--- src/rtl/isc_pkg.sv ---
package isc_pkg;
   localparam int MAX_CPU = 4;

   // Byte offset of the counter register owned by CPU idx.
   function automatic logic [11:0] slot_offset(input int idx);
      if (idx < 2) return 12'h380 + 12'(idx) * 12'h040;
      else         return 12'h700 + 12'(idx - 2) * 12'h040;
   endfunction
endpackage

--- src/rtl/isc_tick_edge.sv ---
module isc_tick_edge #(
   parameter int STAGES = 2
) (
   input  logic clk,
   input  logic rst_n,
   input  logic tick_async,
   output logic tick_pulse
);
   logic [STAGES-1:0] sync_q;
   logic              last_q;

   generate
      if (STAGES < 2) begin : g_bad_stages
         $error("isc_tick_edge: STAGES must be at least 2");
      end
   endgenerate

   always_ff @(posedge clk) begin
      if (!rst_n) begin
         sync_q <= '0;
         last_q <= 1'b0;
      end else begin
         sync_q <= {sync_q[STAGES-2:0], tick_async};
         last_q <= sync_q[STAGES-1];
      end
   end

   assign tick_pulse = sync_q[STAGES-1] & ~last_q;
endmodule

--- src/rtl/isc_slot.sv ---
module isc_slot #(
   parameter int CNT_W = 24
) (
   input  logic           clk,
   input  logic           rst_n,
   input  logic           tick,
   input  logic           load,
   input  logic [CNT_W-1:0] ld_val,
   output logic [CNT_W:0] val_q,
   output logic           evt_q
);
   logic [CNT_W:0] diff;
   logic [CNT_W:0] dec_val;

   always_comb begin
      diff    = val_q - 1'b1;
      dec_val = {diff[CNT_W] | val_q[CNT_W], diff[CNT_W-1:0]};
   end

   always_ff @(posedge clk) begin
      if (!rst_n) begin
         val_q <= '0;
         evt_q <= 1'b0;
      end else begin
         evt_q <= 1'b0;
         if (load) begin
            val_q <= {1'b0, ld_val};
         end else if (tick) begin
            val_q <= dec_val;
            evt_q <= dec_val[CNT_W];
         end
      end
   end
endmodule

--- src/rtl/isc_rd_mux.sv ---
module isc_rd_mux
   import isc_pkg::*;
#(
   parameter int NUM_CPU = 4,
   parameter int CNT_W   = 24,
   parameter int ADDR_W  = 12,
   parameter int DATA_W  = 64
) (
   input  logic [ADDR_W-1:0]            rd_addr,
   input  logic [NUM_CPU-1:0][CNT_W:0]  slot_val,
   output logic [DATA_W-1:0]            rd_data
);
   always_comb begin
      rd_data = '0;
      for (int i = 0; i < NUM_CPU; i++) begin
         if (rd_addr == ADDR_W'(slot_offset(i)))
            rd_data = DATA_W'(slot_val[i]);
      end
   end
endmodule

--- src/rtl/interval_skip_counter.sv ---
module interval_skip_counter
   import isc_pkg::*;
#(
   parameter int NUM_CPU     = 4,
   parameter int CNT_W       = 24,
   parameter int ADDR_W      = 12,
   parameter int DATA_W      = 64,
   parameter int SYNC_STAGES = 2
) (
   input  logic                clk,
   input  logic                rst_n,
   input  logic                tick_in,
   input  logic                wr_en,
   input  logic [ADDR_W-1:0]   wr_addr,
   input  logic [DATA_W-1:0]   wr_data,
   input  logic [ADDR_W-1:0]   rd_addr,
   output logic [DATA_W-1:0]   rd_data,
   output logic [NUM_CPU-1:0]  tmr_event
);
   generate
      if (NUM_CPU < 1 || NUM_CPU > MAX_CPU) begin : g_bad_cpu
         $error("interval_skip_counter: NUM_CPU out of range");
      end
      if (DATA_W <= CNT_W) begin : g_bad_data
         $error("interval_skip_counter: DATA_W must exceed CNT_W");
      end
      if (ADDR_W < 12) begin : g_bad_addr
         $error("interval_skip_counter: ADDR_W too narrow for offsets");
      end
   endgenerate

   logic                          tick_pulse;
   logic [NUM_CPU-1:0]            wr_hit;
   logic [NUM_CPU-1:0][CNT_W:0]   slot_val;
   logic                          unused_wr_hi;

   assign unused_wr_hi = ^wr_data[DATA_W-1:CNT_W];

   isc_tick_edge #(.STAGES(SYNC_STAGES)) tick_i (
      .clk        (clk),
      .rst_n      (rst_n),
      .tick_async (tick_in),
      .tick_pulse (tick_pulse)
   );

   for (genvar g = 0; g < NUM_CPU; g++) begin : g_slot
      assign wr_hit[g] = wr_en && (wr_addr == ADDR_W'(slot_offset(g)));

      isc_slot #(.CNT_W(CNT_W)) slot_i (
         .clk    (clk),
         .rst_n  (rst_n),
         .tick   (tick_pulse),
         .load   (wr_hit[g]),
         .ld_val (wr_data[CNT_W-1:0]),
         .val_q  (slot_val[g]),
         .evt_q  (tmr_event[g])
      );
   end

   isc_rd_mux #(
      .NUM_CPU (NUM_CPU),
      .CNT_W   (CNT_W),
      .ADDR_W  (ADDR_W),
      .DATA_W  (DATA_W)
   ) rd_i (
      .rd_addr  (rd_addr),
      .slot_val (slot_val),
      .rd_data  (rd_data)
   );
endmodule

--- config.mk ---
export PLATFORM = sky130hd
export DESIGN_NAME = interval_skip_counter
export DESIGN_NICKNAME = d
export VERILOG_FILES = /design/src/rtl/isc_pkg.sv /design/src/rtl/isc_tick_edge.sv /design/src/rtl/isc_slot.sv /design/src/rtl/isc_rd_mux.sv /design/src/rtl/interval_skip_counter.sv
export SDC_FILE = /design/constraint.sdc
export NUM_CORES = 1
export LEC_CHECK = 0
export ABC_AREA = 0
export BUFFER_PORTS_ARGS = -buffer_cell sky130_fd_sc_hd__buf_2
export CAP_MARGIN = 20
export CORE_MARGIN = 1.5
export CORE_UTILIZATION = 44
export CTS_CLUSTER_DIAMETER = 120
export DETAILED_ROUTE_END_ITERATION = 10
export MAX_ROUTING_LAYER = met4
export PLACE_DENSITY = 0.79
export SLEW_MARGIN = 5
export SYNTH_ARGS = -nofsm -noshare
export SYNTH_HDL_FRONTEND = slang
export SYNTH_SLANG_ARGS = --single-unit
--- constraint.sdc ---
create_clock -name clk -period 3.7 [get_ports clk]
set_input_delay 0.555 -clock clk [delete_from_list [all_inputs] [get_ports clk]]
set_output_delay 0.555 -clock clk [all_outputs]
set_load 0.01 [all_outputs]
Word level (Yosys, flattened, before mapping)
Index checks and enable logic that the tools add are counted.
{"block": "word_totals", "regBits": 107, "input_bits": 92, "word_cells": 62}
{"block": "op_classes", "bitwise": 8, "reduce_logical": 16, "addsub": 4, "n_mux": 12, "eq_ne": 8}
{"op": "$mux 24", "n": 8}
{"op": "$mux 25", "n": 4}
{"op": "$sub 25x1->25 const B", "n": 4}
{"op": "$eq 12x10->1 const B", "n": 4}
{"op": "$eq 12x11->1 const B", "n": 4}
{"op": "$reduce_or 3->1", "n": 4}
{"op": "$reduce_bool 2->1", "n": 4}
{"op": "$reduce_or 2->1", "n": 4}
{"op": "$logic_and 1x1->1", "n": 4}
{"op": "$or 1x1->1", "n": 4}
{"op": "$not 1->1", "n": 3}
{"op": "$and 1x1->1", "n": 1}

Longest topological paths before layout
Gate-level depths: netlist of the first run.
{"block": "logic_depth", "ltp_word": 5, "ltp_mapped": 8}

By module
A second synthesis of the first run with hierarchy kept.
{"block": "hier_totals", "hier_cells": 866, "hier_area_um2": 7114.3}
{"mod": "isc_slot", "cells_per_inst": 172, "n_inst": 4, "area_each_um2": 1422.6, "seq_area_each_um2": 520.5}
{"mod": "isc_rd_mux", "cells_per_inst": 162, "n_inst": 1, "area_each_um2": 1261.2, "seq_area_each_um2": 0.0}
{"mod": "isc_tick_edge", "cells_per_inst": 7, "n_inst": 1, "area_each_um2": 92.6, "seq_area_each_um2": 60.1}
{"mod": "interval_skip_counter", "cells_per_inst": 9, "n_inst": 1, "area_each_um2": 70.1, "seq_area_each_um2": 0.0}

Least setup slack after synthesis of the first run
OpenSTA, ideal clock, no wires.
{"block": "synth_path", "path_type": "input to output", "from": "in rd_addr[1]", "to": "out rd_data[10]", "t_arrival_ns": 2.085, "setup_slack_ns": 1.060, "path_buffers": 1, "cell_stages": 4, "required_time_ns": 3.145, "cell_sequence": "or4_1 -> nor4_1 -> clkbuf_1 -> o211a_1"}
{"block": "synth_via", "elab_chain_len": 5, "word_cells_on_any_way": 8, "classes_between": "eq/ne: 4; mux: 4"}
{"item": "from (decl)", "line": "interval_skip_counter.sv:16", "source": "input logic [ADDR_W-1:0] rd_addr,"}
{"item": "$eq 12x10->1", "line": "isc_rd_mux.sv:16", "source": "if (rd_addr == ADDR_W'(slot_offset(i)))"}
{"item": "$mux 25 (3 in series)", "line": "isc_rd_mux.sv:16"}
{"item": "$mux 25 (*)", "line": "isc_rd_mux.sv:16"}
{"item": "to (decl)", "line": "interval_skip_counter.sv:17", "source": "output logic [DATA_W-1:0] rd_data,"}
Every way passes the cells marked *; elsewhere a longest branch is shown, timed or not.

Worst setup path after layout of the first run
{"block": "layout_path", "from": "in rd_addr[1]", "to": "out rd_data[8]"}
Same word-level chain as after synthesis.

==> metrics.md, run 1 <==
| Metric | Value |
|---|---|
| Initial Util | 45.3% |
| Final Max Tran Viols | 0 |
| Synthesized flop and latch total | 107 |
| Worst-path maximum fanout | 25 |
| Max-capacitance violation count | 0 |
| CTS tree | yes |
| DP Area | 6970 sq um |
| Most frequent cells in the layout | 107 x dfxtp_1, 80 x buf_2, 78 x nor2_1, 71 x o21ai_0, 70 x a21oi_1 |
| Nets | 970 |
| Vias/cell | 5.78 |
| Least-Margin Pin Slew | 0.953 ns |
| Vias in the first global route | 5589 |
| Post-CTS Setup Bufs | 0 |
| Die Footprint | 15800 sq um |
| Post-route clock period utilization | 71.9% |
| Fill cells | 1387 |
| CTS resizes | 0 |
| Detailed Route WL | 18600 um |
| Finished Cell Area | 7260 sq um |
| Port Buffers | 80 |
| Die Span X | 126 um |
| GRT Util Overall | 24.0% |
| Final hold violations | 0 |
| Routed Antenna Nets | 0 |
| H-tree depth | 3 |
| Clk_lat worst skew | 0.35 ns |
| Sequential area share after synthesis | 32.4% |
| Pre-CTS WS | 1.04 ns |
| Area Overhead vs Synth | 9.81% |
| Mapped cell area | 6610 sq um |
| Setup TNS | 0 ns |
| # rows | 44 |
| CP arrival | 2.10 ns |
| Endpoints failing setup | 0 |
| Gr ovfl total | 0 |
| FMAX | 376 MHz |
| Worst VDD drop | 0.249 mV |
| Register Area | 2140 sq um |
| Root Buffer | clkbuf_16 |
| Number of diodes | 0 |
| Ys async rst share | 0% |
| Clock Skews | 0.00769 ns |
| RSZ-0062 raised after global routing | false |
| P_leak | 3.01 nW |
| Non-filler cells, final | 1063 |
| I/O pins | 160 |
| Syn_area_per_cell | 8.00 sq um |
| Remaining DRCs | 0 |
| # clock sinks | 107 |
| Share of layout cells above drive strength 1 | 13.3% |
| Commonest non-fill, non-tap cell in the layout | dfxtp_1 |
| RePlAce Congestion | 0.896 |
| Core area | 14600 sq um |
| Placed Cells | 1047 |
| Normalized max-slew margin | 36.3% |
| Unique masters post-synth | 53 |
| Worst-path clk slew | 0.07 ns |
| Largest net degree at the start of global routing | 47 |
| CTS Buf Count | 9 |
| Worst Path Required | 3.14 ns |
| Initial antenna violation count | 0 |
| Tmin final | 2.66 ns |
| Crit path capture type | primary output |
| Cell Pwr Density | 396 nW/um^2 |
| Status | completed |
| Post-synthesis cell count | 826 |
| DR iter-0 viols | 651 |
| First-pass GRT wire length | 29400 um |
| Warnings from Yosys | 0 |
| Die height | 126 um |
| WL per Instance | 17.5 um |
| Area of the multi-input gates | 4050 sq um |
| Min-Delay Path Class | in -> reg |
| Worst setup margin | 1.04 ns |
| Clock Path Buffers | 2 |
| Worst setup SP type | input pin |
| Hold buffers post-CTS | 0 |
| Placed wire-length estimate | 13600 um |
| CP Class | in -> out |
| Vias | 6141 |
| EDFF count, synth | 0 |
| First-pass DRT Iterations | 5 |
| Ys flop type | dfxtp_1 |
-- cell type report --
cell class | count | area share [%]
sequential | 107 | 29.5
clock inverter | 4 | 0.345
inverter | 11 | 0.569
multi-input combinational | 652 | 55.8
clock buffer | 12 | 3.54
timing repair buffer | 93 | 7.04
tap | 184 | 3.17
-- report_power, final --
part           internal (mW)  switching (mW)  total, mW
sequential              1.23          0.0937       1.32
combinational          0.250           0.364      0.614
clock                  0.492           0.447      0.940
-- sequential cells by signal, indices dropped and copies added, names as in the netlist --
register	cells
g_slot.slot_i.val_q	100
g_slot.slot_i.evt_q	4
tick_i.sync_q	2
tick_i.last_q	1
-- path summary, 6_finish.rpt --
| kind | cells past startpoint | from | slack [ns] | to |
|---|---|---|---|---|
| min | 2 | tick_in | 0.41 | tick_i.sync_q[0] |
| min reg2reg | 1 | tick_i.sync_q[0] | 0.43 | tick_i.sync_q[1] |
| max reg2reg | 5 | tick_i.last_q | 1.18 | g_slot[1].slot_i.val_q[15] |
| max | 6 | rd_addr[1] | 1.04 | rd_data[8] |
-- metrics by stage --
stage	total power [mW]	utilization, %	hold WS (ns)
floorplan	1.80	-	0.412
global route	2.99	49.7	0.427
global placement	1.93	47.8	0.413
finish	2.87	49.7	0.409
CTS	2.86	49.7	0.412
detailed placement	1.94	47.8	0.419
-- critical path: stages --
cell	delay, ns
buf_2	0.10
or4_1	0.53
nor4_2	0.22
buf_4	0.31
o211a_1	0.24
buf_2	0.14
-- layer usage --
metal	vias up	GRT usage, %	wire length, um
met5	-	-	0
met4	0	9.36	496
met3	35	3.00	1390
met2	251	37.0	8550
met1	2865	32.0	8130
li1	2990	-	-
-- synthesized netlist by cell type (2+ instances only) --
library cell,number,share of area [%]
o31ai_1,2,0.23
a31oi_1,3,0.28
dfxtp_1,107,32
and4_1,2,0.27
ha_1,4,0.76
buf_4,43,4.9
buf_1,3,0.17
nor3_1,36,2.7
nand3_1,12,0.91
nand3b_1,5,0.57
a21oi_1,70,5.3
nand4_1,7,0.66
a311oi_1,4,0.53
and2_1,15,1.4
nor4_1,23,2.2
nand4b_1,2,0.27
or4b_1,3,0.45
nor2_1,78,4.4
or4_1,7,0.80
nand2_1,42,2.4
and3_1,2,0.19
or3_1,10,0.95
mux2i_1,37,5.6
o211a_1,17,2.6
or4_4,2,0.34
xnor2_1,56,7.4
inv_1,10,0.57
nor2b_1,4,0.38
o41ai_1,2,0.27
xor2_1,28,3.7
a211oi_1,17,1.9
nand2b_1,7,0.66
nor4b_1,2,0.27
nor4bb_1,2,0.30
o32ai_1,4,0.53
o22ai_1,25,2.4
o21ai_0,71,5.4
clkbuf_1,46,2.6
nor3b_1,2,0.23
-- kinds of logic (layout without fill, tap and decap cells) --
kind of cell    count (synthesis)  after routing  share of synthesized area, %
compound gates                216            216                          19.5
xor+xnor                       84             84                          11.1
fa+ha+maj                       4              4                         0.757
buf+inv                       105            120                          8.54
flops                         107            107                          32.4
mux                            37             37                          5.61
other cells                     1             39                        0.0568
simple gates                  272            272                          22.0
(Power assumes the default switching activity.)
==> inputs of run 2 (changes only) <==
--- a/config.mk
+++ b/config.mk
@@ -5,7 +5,7 @@
 export SDC_FILE = /design/constraint.sdc
 export NUM_CORES = 1
 export LEC_CHECK = 0
-export ABC_AREA = 0
+export ABC_AREA = 1
 export BUFFER_PORTS_ARGS = -buffer_cell sky130_fd_sc_hd__buf_2
 export CAP_MARGIN = 20
 export CORE_MARGIN = 1.5
@@ -13,7 +13,7 @@
 export CTS_CLUSTER_DIAMETER = 120
 export DETAILED_ROUTE_END_ITERATION = 10
 export MAX_ROUTING_LAYER = met4
-export PLACE_DENSITY = 0.79
+export PLACE_DENSITY = 0.77
 export SLEW_MARGIN = 5
 export SYNTH_ARGS = -nofsm -noshare
 export SYNTH_HDL_FRONTEND = slang
==> constraint.sdc (replaced) <==
create_clock -name clk -period 2.7 [get_ports clk]
set_input_delay 0.405 -clock clk [delete_from_list [all_inputs] [get_ports clk]]
set_output_delay 0.405 -clock clk [all_outputs]
set_load 0.01 [all_outputs]
==> metrics.md, run 2 <==
| Metric | Value |
|---|---|
| Status | completed |
| DR iter-0 viols | 941 |
| Detailed Route WL | 30000 um |
| CP arrival | 2.00 ns |
| End of the worst register-to-register path | g_slot[1].slot_i.val_q[24] |
| Top cells by area, synth | dfxtp_1 26%, nand2_1 15%, nor2_1 14%, nand3_1 7.6%, inv_1 6.7% |
| Largest Register | g_slot.slot_i.val_q |
| Remaining DRCs | 0 |
| Most frequent cells in the layout | 337 x nand2_1, 315 x nor2_1, 147 x inv_1, 125 x nand3_1, 107 x dfxtp_1 |
| # clock sinks | 107 |
| Worst Hold Launch | tick_in |
| Post-CTS Setup Bufs | 0 |
| # rows | 49 |
| Vias in the first global route | 8259 |
| Reg-to-Reg Start | g_slot[1].slot_i.val_q[0] |
| RePlAce Congestion | 1.09 |
| Synthesized flop and latch total | 107 |
| Number of diodes | 0 |
| Die height | 140 um |
| Initial antenna violation count | 0 |
| Syn_area_per_cell | 5.71 sq um |
| First-pass DRT Iterations | 5 |
| DP Area | 8740 sq um |
| Normalized max-slew margin | 46.4% |
| Top cells by count, synth | 337 x nand2_1, 316 x nor2_1, 148 x inv_1 |
| Placed wire-length estimate | 22900 um |
| RSZ-0062 raised after global routing | false |
| Clock Skews | 0.00874 ns |
| Ys async rst share | 0% |
| EDFF count, synth | 0 |
| Mapped cell area | 8260 sq um |
| Clk_lat worst skew | 0.36 ns |
| Largest regs | g_slot.slot_i.val_q: 100 flops, g_slot.slot_i.evt_q: 4 flops, tick_i.sync_q: 2 flops |
| Final Max Tran Viols | 0 |
| Core area | 18200 sq um |
| R2r setup slk | 0.51 ns |
| Die Footprint | 19600 sq um |
| Fill cells | 1963 |
| Worst-path maximum fanout | 21 |
| Ys flop type | dfxtp_1 |
| Commonest non-fill, non-tap cell in the layout | nand2_1 |
| Endpoints failing setup | 0 |
| Vias/cell | 5.46 |
| Post-route clock period utilization | 89.2% |
| Nets | 1602 |
| Initial Util | 45.3% |
| R2R cell count | 8 |
| Post-synthesis cell count | 1447 |
| Hold Path Sink | tick_i.sync_q[0] |
| First-pass GRT wire length | 46500 um |
| Clock Path Buffers | 2 |
| Area of the multi-input gates | 5100 sq um |
| Least-Margin Pin Slew | 0.804 ns |
| Worst VDD drop | 0.319 mV |
| Vias | 9495 |
| Largest net degree at the start of global routing | 41 |
| H-tree depth | 3 |
| Min-Delay Path Class | in -> reg |
| Max reg flops | 100 |
| I/O pins | 160 |
| Final hold violations | 0 |
| Most instantiated library cell after synthesis | nand2_1 |
| Worst-path clk slew | 0.07 ns |
| Finished Cell Area | 9010 sq um |
| CP Class | in -> out |
| P_leak | 4.60 nW |
| CTS Buf Count | 9 |
| Routed Antenna Nets | 0 |
| Share of layout cells above drive strength 1 | 9.99% |
| GRT Util Overall | 31.8% |
| Cell Pwr Density | 519 nW/um^2 |
| Register Area | 2140 sq um |
| Yosys top cell area share | 25.9% |
| Worst hold path cell count | 3 |
| Unique masters post-synth | 39 |
| Tmin final | 2.41 ns |
| Root Buffer | clkbuf_16 |
| Worst setup SP type | input pin |
| Hold buffers post-CTS | 0 |
| Synth area leader | dfxtp_1 |
| Setup TNS | 0 ns |
| CTS tree | yes |
| WL per Instance | 17.3 um |
| Die Span X | 140 um |
| Area Overhead vs Synth | 9.17% |
| Gr ovfl total | 0 |
| Max-capacitance violation count | 0 |
| CTS resizes | 0 |
| Port Buffers | 80 |
| Crit path capture type | primary output |
| Worst Path Required | 2.30 ns |
| Warnings from Yosys | 0 |
| FMAX | 415 MHz |
| Sequential area share after synthesis | 25.9% |
run 2: cell types whose count changed in the layout (fill, tap and decap cells not counted), moves of 19 or more:
cell and change:
nand2_1 +295, nor4_1 -22, o21ai_1 +19, inv_1 +137
mux2i_1 -37, o22ai_1 -24, nor2_1 +237, nand3_1 +113
nand4_1 +35, xnor2_1 -52, nor3_1 -32, o21ai_0 +25
run 2: how the worst max path moves through the flow:
stage	start	to	slack (ns)	depth (start not counted)
after floorplan	rd_addr[5]	rd_data[15]	0.84	7
after global placement	rd_addr[5]	rd_data[15]	0.37	9
after detailed placement	rd_addr[5]	rd_data[17]	0.36	8
after CTS	rd_addr[5]	rd_data[17]	0.35	8
after global routing	rd_addr[3]	rd_data[17]	0.19	9
final	rd_addr[5]	rd_data[17]	0.29	8
run 2: metal layers:
metal	wire (um)	share of wire, %	vias up	track usage [%]
met3	2610	8.7	60	4.10
met5	0	0	-	-
met4	1120	3.7	0	13.4
met1	13600	45	4306	44.1
li1	-	-	4669	-
met2	12800	43	460	46.5
run 2: stage by stage:
| stage | hold slack (ns) | power [mW] | cells | utilization (%) | setup slack (ns) |
|---|---|---|---|---|---|
| final | 0.226 | 4.68 | 1740 | 49.5 | 0.292 |
| after detailed placement | 0.404 | 3.38 | 1724 | 48.0 | 0.355 |
| after global routing | 0.244 | 4.98 | 1740 | 49.5 | 0.188 |
| after floorplan | 0.390 | 2.99 | 1485 | - | 0.840 |
| after CTS | 0.219 | 4.66 | 1740 | 49.5 | 0.347 |
| after global placement | 0.399 | 3.36 | 1724 | 48.0 | 0.372 |
run 2: final cells by class:
class	count	share of cell area, %
multi-input cells	1125	56.6
repair buffers	106	6.89
clock inverters	6	0.444
flip-flops and latches	107	23.8
inverters	157	6.55
clock buffers	10	2.54
well taps	229	3.18
run 2: power by group:
group          switching (mW)  total (mW)  internal [mW]
Combinational            1.08        1.61          0.527
Sequential              0.119        1.79           1.67
Clock                   0.658        1.29          0.629
Total                    1.86        4.68           2.82
run 2: worst max-delay path, cell delays in order:
cell	delay [ns]
buf_2	0.09
or2_4	0.27
nor3_2	0.12
buf_4	0.26
and3_1	0.39
nand2_1	0.11
o2111ai_1	0.15
buf_2	0.20
run 2: cells by family (layout without fill, tap and decap cells):
group / count (synthesis) / count (layout) / share of synthesized area [%]
fa+ha+maj: 4 / 4 / 0.606
compound gates: 198 / 198 / 12.5
xor+xnor: 35 / 35 / 3.71
buf+inv: 253 / 279 / 14.0
flops: 107 / 107 / 25.9
other cells: 1 / 39 / 0.0454
simple gates: 849 / 849 / 43.1
